===== config.mk =====
export PLATFORM = sky130hd
export DESIGN_NAME = spi_master_regs
export DESIGN_NICKNAME = d
export VERILOG_FILES = /design/src/rtl/spim_pkg.sv /design/src/rtl/spim_fifo.sv /design/src/rtl/spim_datapath.sv /design/src/rtl/spim_ctrl.sv /design/src/rtl/spi_master_regs.sv
export SDC_FILE = /design/constraint.sdc
export NUM_CORES = 1
export LEC_CHECK = 0
export BUFFER_PORTS_ARGS = -buffer_cell sky130_fd_sc_hd__buf_2
export CORE_MARGIN = 2
export CORE_UTILIZATION = 40
export CTS_CLUSTER_DIAMETER = 100
export DETAILED_ROUTE_END_ITERATION = 8
export GPL_TIMING_DRIVEN = 0
export PLACE_DENSITY = 0.68
export SLEW_MARGIN = 10
export SYNTH_ARGS = -nofsm -noshare
export SYNTH_HDL_FRONTEND = slang
export SYNTH_HIERARCHICAL = 1
export SYNTH_SLANG_ARGS = --single-unit

===== constraint.sdc =====
create_clock -name clk -period 11 [get_ports clk]
set_clock_uncertainty 0.2 [all_clocks]
set_input_delay 2.75 -clock clk [delete_from_list [all_inputs] [get_ports clk]]
set_output_delay 2.75 -clock clk [all_outputs]
set_load 0.05 [all_outputs]

===== src/rtl/spim_pkg.sv =====
package spim_pkg;
  localparam int ADDR_W = 7;
  localparam int DIV_W  = 12;
  localparam int BYTE_W = 8;
  localparam int LEN_W  = 4;

  localparam logic [ADDR_W-1:0] ADR_SCKDIV  = 7'h00;
  localparam logic [ADDR_W-1:0] ADR_SCKMODE = 7'h04;
  localparam logic [ADDR_W-1:0] ADR_CSIDX   = 7'h10;
  localparam logic [ADDR_W-1:0] ADR_CSDEF   = 7'h14;
  localparam logic [ADDR_W-1:0] ADR_CSMODE  = 7'h18;
  localparam logic [ADDR_W-1:0] ADR_FMT     = 7'h40;
  localparam logic [ADDR_W-1:0] ADR_TXWORD  = 7'h48;
  localparam logic [ADDR_W-1:0] ADR_RXWORD  = 7'h4C;
  localparam logic [ADDR_W-1:0] ADR_FLASH   = 7'h60;

  typedef enum logic [1:0] {
    CSM_AUTO = 2'd0,
    CSM_ALT  = 2'd1,
    CSM_HOLD = 2'd2,
    CSM_OFF  = 2'd3
  } csMode_e;

  // strobes and frame settings handed from control to the shift engine
  typedef struct packed {
    logic              start;
    logic [BYTE_W-1:0] txByte;
    logic [LEN_W-1:0]  frameLen;
    logic              lsbFirst;
    logic              cpol;
    logic              cpha;
    logic [DIV_W-1:0]  divVal;
  } engCmd_t;

  function automatic logic [LEN_W-1:0] effLen(input logic [LEN_W-1:0] raw);
    return (raw == '0 || raw > 4'd8) ? 4'd8 : raw;
  endfunction
endpackage


===== src/rtl/spim_fifo.sv =====
module spim_fifo #(
  parameter int WIDTH = 8,
  parameter int DEPTH = 8
) (
  input  logic             clk,
  input  logic             rstN,
  input  logic             push,
  input  logic [WIDTH-1:0] din,
  input  logic             pop,
  output logic [WIDTH-1:0] dout,
  output logic             full,
  output logic             empty
);
  localparam int PTR_W = (DEPTH > 1) ? $clog2(DEPTH) : 1;
  localparam int CNT_W = $clog2(DEPTH + 1);

  logic [WIDTH-1:0] mem [DEPTH];
  logic [PTR_W-1:0] wrPtr, rdPtr;
  logic [CNT_W-1:0] count;

  function automatic logic [PTR_W-1:0] nextPtr(input logic [PTR_W-1:0] p);
    return (p == PTR_W'(DEPTH - 1)) ? '0 : p + 1'b1;
  endfunction

  always_ff @(posedge clk) begin
    if (push) mem[wrPtr] <= din;
  end

  always_ff @(posedge clk or negedge rstN) begin
    if (!rstN) begin
      wrPtr <= '0;
      rdPtr <= '0;
      count <= '0;
    end else begin
      if (push) wrPtr <= nextPtr(wrPtr);
      if (pop)  rdPtr <= nextPtr(rdPtr);
      case ({push, pop})
        2'b10:   count <= count + 1'b1;
        2'b01:   count <= count - 1'b1;
        default: count <= count;
      endcase
    end
  end

  assign dout  = mem[rdPtr];
  assign full  = (count == CNT_W'(DEPTH));
  assign empty = (count == '0);

  a_r5_no_overflow: assert property (@(posedge clk) disable iff (!rstN) push |-> !full);
  a_r6_no_underflow: assert property (@(posedge clk) disable iff (!rstN) pop |-> !empty);
endmodule


===== src/rtl/spim_datapath.sv =====
module spim_datapath
  import spim_pkg::*;
(
  input  logic              clk,
  input  logic              rstN,
  input  engCmd_t           cmd,
  input  logic              miso,
  output logic              sck,
  output logic              mosi,
  output logic              idle,
  output logic              frameDone,
  output logic [BYTE_W-1:0] rxByte
);
  logic              running;
  logic [DIV_W-1:0]  halfCnt, divQ;
  logic [4:0]        edgeCnt;
  logic [LEN_W-1:0]  lenQ;
  logic              lsbQ, cphaQ, cpolQ, sckQ;
  logic [BYTE_W-1:0] txSh, rxSh, rxNext;
  logic              tick, sampleEdge, shiftEdge, lastEdge;

  assign tick       = running && (halfCnt == divQ);
  // even edge index = leading edge of a bit, odd = trailing edge
  assign sampleEdge = cphaQ ? edgeCnt[0] : ~edgeCnt[0];
  assign shiftEdge  = cphaQ ? (~edgeCnt[0] && (edgeCnt != 5'd0)) : edgeCnt[0];
  assign lastEdge   = (edgeCnt == (({1'b0, lenQ} << 1) - 5'd1));

  always_comb begin
    if (!sampleEdge)  rxNext = rxSh;
    else if (lsbQ)    rxNext = {miso, rxSh[BYTE_W-1:1]};
    else              rxNext = {rxSh[BYTE_W-2:0], miso};
  end

  assign rxByte    = lsbQ ? (rxNext >> (4'd8 - lenQ)) : rxNext;
  assign frameDone = tick && lastEdge;
  assign idle      = !running;
  assign sck       = sckQ;
  assign mosi      = lsbQ ? txSh[0] : txSh[BYTE_W-1];

  always_ff @(posedge clk or negedge rstN) begin
    if (!rstN) begin
      running <= 1'b0;
      halfCnt <= '0;
      divQ    <= '0;
      edgeCnt <= '0;
      lenQ    <= 4'd8;
      lsbQ    <= 1'b0;
      cphaQ   <= 1'b0;
      cpolQ   <= 1'b0;
      sckQ    <= 1'b0;
      txSh    <= '0;
      rxSh    <= '0;
    end else if (!running) begin
      sckQ <= cmd.cpol;
      if (cmd.start) begin
        running <= 1'b1;
        halfCnt <= '0;
        edgeCnt <= '0;
        divQ    <= cmd.divVal;
        lenQ    <= cmd.frameLen;
        lsbQ    <= cmd.lsbFirst;
        cphaQ   <= cmd.cpha;
        cpolQ   <= cmd.cpol;
        rxSh    <= '0;
        txSh    <= cmd.lsbFirst ? cmd.txByte : (cmd.txByte << (4'd8 - cmd.frameLen));
      end
    end else if (tick) begin
      halfCnt <= '0;
      edgeCnt <= edgeCnt + 5'd1;
      sckQ    <= lastEdge ? cpolQ : ~sckQ;
      rxSh    <= rxNext;
      if (shiftEdge) txSh <= lsbQ ? (txSh >> 1) : (txSh << 1);
      if (lastEdge)  running <= 1'b0;
    end else begin
      halfCnt <= halfCnt + 1'b1;
    end
  end

  a_r2_sck_steady: assert property (@(posedge clk) disable iff (!rstN)
    (running && !tick) |=> $stable(sck));
  a_r4_start_runs: assert property (@(posedge clk) disable iff (!rstN)
    (idle && cmd.start) |=> !idle);
endmodule


===== src/rtl/spim_ctrl.sv =====
module spim_ctrl
  import spim_pkg::*;
#(
  parameter int CS_NUM     = 4,
  parameter int FIFO_DEPTH = 8
) (
  input  logic              clk,
  input  logic              rstN,
  input  logic [ADDR_W-1:0] busAddr,
  input  logic              busWe,
  input  logic              busRe,
  input  logic [31:0]       busWdata,
  output logic [31:0]       busRdata,
  output logic [CS_NUM-1:0] csN,
  output engCmd_t           cmd,
  input  logic              dpIdle,
  input  logic              frameDone,
  input  logic [BYTE_W-1:0] rxByte
);
  localparam int CS_ID_W = (CS_NUM > 1) ? $clog2(CS_NUM) : 1;

  logic [DIV_W-1:0]   divQ;
  logic               cpolQ, cphaQ;
  logic [CS_ID_W-1:0] csIdQ;
  logic [CS_NUM-1:0]  csDefQ;
  csMode_e            csModeQ;
  logic [1:0]         fmtProto;
  logic               fmtLsb, fmtDir, flashQ, holdQ;
  logic [LEN_W-1:0]   fmtLen;

  logic wrDiv, wrMode, wrCsId, wrCsDef, wrCsMode, wrFmt, wrTx, wrFlash;
  logic txFull, txEmpty, rxFull, rxEmpty, txPush, rxPop, startNow;
  logic csRelease, csAssert, engBusy;
  logic [BYTE_W-1:0] txDout, rxDout;

  assign wrDiv    = busWe && (busAddr == ADR_SCKDIV);
  assign wrMode   = busWe && (busAddr == ADR_SCKMODE);
  assign wrCsId   = busWe && (busAddr == ADR_CSIDX);
  assign wrCsDef  = busWe && (busAddr == ADR_CSDEF);
  assign wrCsMode = busWe && (busAddr == ADR_CSMODE);
  assign wrFmt    = busWe && (busAddr == ADR_FMT);
  assign wrTx     = busWe && (busAddr == ADR_TXWORD);
  assign wrFlash  = busWe && (busAddr == ADR_FLASH);

  assign txPush   = wrTx && !txFull;
  assign rxPop    = busRe && (busAddr == ADR_RXWORD) && !rxEmpty;
  assign startNow = dpIdle && !txEmpty && !rxFull;

  spim_fifo #(.WIDTH(BYTE_W), .DEPTH(FIFO_DEPTH)) u_txFifo (
    .clk, .rstN, .push(txPush), .din(busWdata[BYTE_W-1:0]), .pop(startNow),
    .dout(txDout), .full(txFull), .empty(txEmpty));

  spim_fifo #(.WIDTH(BYTE_W), .DEPTH(FIFO_DEPTH)) u_rxFifo (
    .clk, .rstN, .push(frameDone), .din(rxByte), .pop(rxPop),
    .dout(rxDout), .full(rxFull), .empty(rxEmpty));

  always_ff @(posedge clk or negedge rstN) begin
    if (!rstN) begin
      divQ     <= DIV_W'(3);
      cpolQ    <= 1'b0;
      cphaQ    <= 1'b0;
      csIdQ    <= '0;
      csDefQ   <= '1;
      csModeQ  <= CSM_AUTO;
      fmtProto <= 2'd0;
      fmtLsb   <= 1'b0;
      fmtDir   <= 1'b0;
      fmtLen   <= 4'd8;
      flashQ   <= 1'b1;
    end else begin
      if (wrDiv)    divQ <= busWdata[DIV_W-1:0];
      if (wrMode)   {cpolQ, cphaQ} <= busWdata[1:0];
      if (wrCsId)   csIdQ <= busWdata[CS_ID_W-1:0];
      if (wrCsDef)  csDefQ <= busWdata[CS_NUM-1:0];
      if (wrCsMode) csModeQ <= csMode_e'(busWdata[1:0]);
      if (wrFmt) begin
        fmtProto <= busWdata[1:0];
        fmtLsb   <= busWdata[2];
        fmtDir   <= busWdata[3];
        fmtLen   <= busWdata[19:16];
      end
      if (wrFlash)  flashQ <= busWdata[0];
    end
  end

  // held select: released only by a select-setting write that changes a value
  assign csRelease = (wrCsId   && (busWdata[CS_ID_W-1:0] != csIdQ))  ||
                     (wrCsDef  && (busWdata[CS_NUM-1:0]  != csDefQ)) ||
                     (wrCsMode && (busWdata[1:0] != 2'(csModeQ)));

  always_ff @(posedge clk or negedge rstN) begin
    if (!rstN)                              holdQ <= 1'b0;
    else if (csRelease)                     holdQ <= 1'b0;
    else if (startNow && csModeQ == CSM_HOLD) holdQ <= 1'b1;
  end

  assign engBusy = !dpIdle || startNow;

  always_comb begin
    case (csModeQ)
      CSM_OFF:  csAssert = 1'b0;
      CSM_HOLD: csAssert = holdQ || engBusy;
      default:  csAssert = engBusy;
    endcase
  end

  for (genvar i = 0; i < CS_NUM; i++) begin : g_cs
    assign csN[i] = csDefQ[i] ^ (csAssert && (csIdQ == CS_ID_W'(i)));
  end

  always_comb begin
    cmd.start    = startNow;
    cmd.txByte   = txDout;
    cmd.frameLen = effLen(fmtLen);
    cmd.lsbFirst = fmtLsb;
    cmd.cpol     = cpolQ;
    cmd.cpha     = cphaQ;
    cmd.divVal   = divQ;
  end

  always_comb begin
    case (busAddr)
      ADR_SCKDIV:  busRdata = 32'(divQ);
      ADR_SCKMODE: busRdata = {30'b0, cpolQ, cphaQ};
      ADR_CSIDX:   busRdata = 32'(csIdQ);
      ADR_CSDEF:   busRdata = 32'(csDefQ);
      ADR_CSMODE:  busRdata = {30'b0, csModeQ};
      ADR_FMT:     busRdata = {12'b0, fmtLen, 12'b0, fmtDir, fmtLsb, fmtProto};
      ADR_TXWORD:  busRdata = {txFull, 31'b0};
      ADR_RXWORD:  busRdata = {rxEmpty, 23'b0, rxEmpty ? 8'h00 : rxDout};
      ADR_FLASH:   busRdata = {31'b0, flashQ};
      default:     busRdata = 32'b0;
    endcase
  end

  a_r7_rx_room: assert property (@(posedge clk) disable iff (!rstN) frameDone |-> !rxFull);
  a_r8_auto_quiet: assert property (@(posedge clk) disable iff (!rstN)
    (csModeQ == CSM_AUTO && dpIdle && txEmpty) |-> (csN == csDefQ));
endmodule


===== src/rtl/spi_master_regs.sv =====
module spi_master_regs
  import spim_pkg::*;
#(
  parameter int CS_NUM     = 4,
  parameter int FIFO_DEPTH = 8
) (
  input  logic              clk,
  input  logic              rstN,
  input  logic [ADDR_W-1:0] busAddr,
  input  logic              busWe,
  input  logic              busRe,
  input  logic [31:0]       busWdata,
  output logic [31:0]       busRdata,
  output logic              sck,
  output logic              mosi,
  input  logic              miso,
  output logic [CS_NUM-1:0] csN
);
  engCmd_t           cmd;
  logic              dpIdle, frameDone;
  logic [BYTE_W-1:0] rxByte;

  spim_ctrl #(.CS_NUM(CS_NUM), .FIFO_DEPTH(FIFO_DEPTH)) u_ctrl (
    .clk, .rstN, .busAddr, .busWe, .busRe, .busWdata, .busRdata, .csN,
    .cmd, .dpIdle, .frameDone, .rxByte);

  spim_datapath u_dp (
    .clk, .rstN, .cmd, .miso, .sck, .mosi, .idle(dpIdle), .frameDone, .rxByte);
endmodule


# After elaboration in Yosys (flattened, before gate mapping)
# Memory sizes are Yosys's and may differ from the RTL's.
# Cells that the tools add are included.
# op_classes
add_sub_neg	13
magnitude_cmp	1
eq_ne	30
shifts	2
n_mux	44
bitwise	7
n_reduce_logical	47
# ops
operator	count
$pmux 32 s9	1
$mux 8	13
$mux 12	3
$eq 7x7->1 const B	4
$logic_and 1x1->1	24
$eq 7x5->1 const B	3
$mux 1	16
$pmux 4 s2	2
$mux 5	3
$add 12x1->12 const B	1
$add 3x1->3 const B	4
$eq 12x12->1	1
$eq 2x2->1 const B	6
$eq 3x3->1 const B	4
$logic_not 4->1	3
$mux 3	4
$add 4x1->4 const B	2
$eq 4x4->1 const B	2
$reduce_bool 2->1	4
$shl 8x4->8	1
$shr 8x4->8	1
$sub 4x1->4 const B	2
$sub 4x4->4 const A	2
$eq 7x3->1 const B	1
other kinds (19)	37
# totals
register_bits	106
mem_bits_rw	128
output_inout_bits	38
wordCells	175
n_memories	2
# mem_list
name	depth	width	read_ports	rd_ports_with_merged_regs	write_ports	line	source
u_ctrl.u_rxFifo.mem	8	8	1	0	1	spim_fifo.sv:17	logic [WIDTH-1:0] mem [DEPTH];
u_ctrl.u_txFifo.mem	8	8	1	0	1	spim_fifo.sv:17	

# Logic depth before layout (Yosys ltp)
# logic_depth
depth_word	9
mapped_depth	15

# Modules after synthesis
# The synthesis kept the hierarchy.
# by_module_without_submodules
module	n_inst	cells_each	area_each_um2
spim_datapath	1	400	3955.0
spim_fifo (u_ctrl.u_txFifo)	1	151	3078.0
spim_fifo (u_ctrl.u_rxFifo)	1	149	3069.2
spim_ctrl	1	184	2048.2

# Worst setup path after synthesis
# No wires, ideal clock.
# synth_timing
kind	input -> output
startpoint	in busAddr[5]
endpoint	out busRdata[4]
t_arrival_ps	4175
t_required_ps	8050
path_slack_ps	3875
path_stages	5
n_path_buf	1
cell_sequence	buf_4 nor3b_4 nand3_2 nor3b_4 a22o_1
# synth_via
elab_chain_len	2
# synth_rtl
item	line	source
start: declaration	spi_master_regs.sv:9	input logic [ADDR_W-1:0] busAddr,
$eq 7x7->1, or another cell as far along	spim_ctrl.sv:122	case (busAddr)
$pmux 32 s9 *	spim_ctrl.sv:122	
end: declaration	spi_master_regs.sv:13	output logic [31:0] busRdata,
# Every way passes the cells marked *; elsewhere a longest branch is shown, timed or not.

# Worst setup path in the final report
# layout_timing
startpoint	in busAddr[5]
endpoint	out busRdata[3]
# The elaborated chain is that of the path after synthesis.

==> results by group <==
Run status
  – Status: complete, no violations

Route
  – Routed WL: 26100 um
  – Vias post-DR: 7450
  – DR pass1 iterations: 5
  – DR WL/cell: 18.9 um
  – DRT iter0 DRCs: 532
  – DR top layer: met4
  – Post-route ant nets: 0
  – Wl on met1: approximately 12000 um
  – # DRC: 0
  – Drt via density: between 5 and 6
  – DR WL met3: 1180 um
  – Met2 WL: around 12000 um

Min path
  – HP Class: flop to flop
  – Hold path depth: 1

Worst setup path
  – Crit-path max FO: 10
  – CP Cell Sequence: buf_4 -> nor3b_4 -> nand3_2 -> nor3b_4 -> a221o_2 -> buf_2
  – R2R depth: 9
  – Crit-path max cell delay: 0.57 ns
  – CP required: 8.05 ns
  – Critical path's slowest cell: nor3b_4
  – Crit path DAT: approximately 4.8 ns
  – Crit start category: primary input
  – CP endpoint kind: output pin
  – WS Path Type: primary input to output pin
  – Most used cell, CP: nor3b_4

Final layout
  – P&R area growth vs syn: 13.3%
  – # fillers: around 2600
  – Area of the multi-input gates: 5200 um^2
  – Share of layout cells above drive strength 1: about 28%
  – Sequential cell area: approximately 6500 um^2
  – Most frequent cells in the layout: edfxtp_1, dfrtp_1, mux2_2
  – Final nets: 1038
  – Diode count: 0
  – Commonest non-fill, non-tap cell in the layout: edfxtp_1
  – Non-filler cells, final: 1382

Clock network
  – Clock Tree Root: clkbuf_16
  – H-tree depth: 1
  – CTS tree: done
  – Post-CTS Setup Bufs: 0
  – Post-CTS sizing: 0
  – CTS Buffer Depth: 3
  – Num CTS Buffers: 24
  – Hold Buf Count CTS: 0
  – Sinks on Clock Net: 234
  – Reg clk slew, reported paths: 0.06 ns
  – Worst skew pair latency: 0.51 ns

STA
  – Fmax: 129 MHz
  – RSZ-0062 raised after global routing: false
  – Final Max Slew Viols: 0
  – Worst Tran Pin Value: just under 1 ns
  – Fin Hold WS: between 0.2 and 0.3 ns
  – Slew Limit Headroom: 33.8%
  – Setup total negative slack: 0 ns
  – Min cycle time layout: 7.73 ns
  – Final hold vios: 0
  – Fin worst setup slack: 3.27 ns
  – Period utilisation layout: a little over two thirds
  – Final setup vio count: 0

Yosys
  – Part of the Yosys area used for sequential elements: between 50% and 60%
  – Synth unique cells: 78
  – Cell count after synthesis: about 880
  – Synth Register Bits: 234
  – Post-synth EDFFs: 128
  – Synth warnings: 6
  – Syn_area_per_cell: 13.7 um^2
  – Post-synth design cell area: approximately 12000 um^2
  – Prevailing post-synth register cell: edfxtp_1
  – Async set-or-reset flop fraction in the synthesized netlist: 45.3%

Flow run
  – Max Cap Viol: 0

Global route
  – Total gr overflow: 0
  – GR Util All Layers: about 17%
  – Global-route wire length before repair: ~42000 um
  – Vias in the first global route: 7444
  – Largest net degree at the start of global routing: 74
  – Initial antenna violation count: 0

Placed design
  – Post-Place Cells: 1338
  – Final RePlAce weighted congestion: 0.871
  – DPL Wire Length: 18900 um
  – Port buffer count: just under 50
  – Setup WS pre-CTS: 3.31 ns

Die
  – Rows: 63
  – Core Area: 29800 um^2
  – Initial Util: 40.8%
  – Io pins: between 80 and 90
  – Die area: about 32000 um^2
  – Die height: 178 um
  – Die span in x: 178 um

Pwr
  – PwrDens: around 220 nW/um^2
  – Leak: 5.49 nW
  – Pwr Total: approximately 3.0 mW
  – VDD IR max: 0.135 mV
[sequential cells by signal, indices dropped and copies added, names as in the netlist, 5 cells and up]
name	count
u_ctrl/u_rxFifo/mem	64
u_dp/txSh	8
u_dp/divQ	12
u_ctrl/divQ	12
u_ctrl/u_txFifo/mem	64
u_dp/edgeCnt	5
u_dp/rxSh	8
u_dp/halfCnt	12
[path summary, 6_finish.rpt]
| path | end | from | slack [ns] |
|---|---|---|---|
| max reg2reg | u_dp/divQ[10]$_DFFE_PN0P_ | u_dp/running$_DFF_PN0_ | 6.51 |
| min reg2reg | u_ctrl/u_txFifo/count[3]$_DFFE_PN0P_ | u_ctrl/u_txFifo/count[3]$_DFFE_PN0P_ | 0.30 |
| max in group asynchronous | u_ctrl/flashQ$_DFFE_PN1P_ | rstN | 7.95 |
| max | busRdata[3] | busAddr[5] | 3.27 |
| min in group asynchronous | u_dp/rxSh[1]$_DFFE_PN0P_ | rstN | 1.93 |
| min | u_ctrl/u_txFifo/count[3]$_DFFE_PN0P_ | u_ctrl/u_txFifo/count[3]$_DFFE_PN0P_ | 0.30 |
[final cells by class]
class	instances	area share, %
buffer	65	2.99
multi-input combinational	570	37.8
inverter	29	0.791
sequential	234	47.3
clock buffer	34	4.86
timing repair buffer	50	2.03
tap	390	3.55
clock inverter	10	0.727
[metal layers]
metal / GRT usage (%) / vias up
met3: 1.96 / 25
met5: 0 / -
li1: - / 3520
met1: 24.0 / 3732
met2: 27.8 / 173
met4: 3.93 / 0
[through the flow]
step / cell area (um^2) / utilization [%]
3_3_place_gp: 12900 / 43.4
4_1_cts: 13700 / 46.1
2_1_floorplan: 12200 / -
3_5_place_dp: 13000 / 43.5
5_1_grt: 13800 / 46.2
6_report: 13800 / 46.2
[worst max-delay path, delay by kind of cell]
| kind | cells | cell delay [ns] |
|---|---|---|
| AOI/OAI and AO/OA | 1 | 0.29 |
| buffers and inverters | 2 | 0.40 |
| and+or+nand+nor | 3 | 1.33 |
[synthesized netlist by cell type, types with 16 or more instances]
master      n  share of area [%]
dfrtp_1    97                 20
nor3_1     21               0.86
mux2_2     79                7.3
xnor2_1    30                2.2
mux2i_1    37                3.0
edfxtp_1  128                 32
buf_4      23                1.4
ha_1       20                2.1
mux2_4     16                2.0
xor2_1     18                1.3
nand2_1    41                1.3
mux4_2     19                3.5
inv_1      26               0.80
mux4_1     16                3.5
and3_1     18               0.93
nor2_1     35                1.1
clkbuf_1   24               0.74
[power by group]
group / switching, mW / internal [mW] / leakage, nW / total (mW)
sequential: 0.0875 / 1.06 / 2.54 / 1.15
clock: 0.322 / 0.470 / 0.369 / 0.792
combinational: 0.561 / 0.462 / 2.58 / 1.02
[cells by family after synthesis]
group	share of synthesized area [%]
flip-flops	53.6
buffers and inverters	4.28
other	0.0309
adder cells (fa/ha/maj)	2.06
AO/OA/AOI/OAI	6.88
multiplexers	19.3
AND/OR/NAND/NOR	9.59
XOR/XNOR	4.27
No activity file was read; power rests on OpenSTA's default activity.
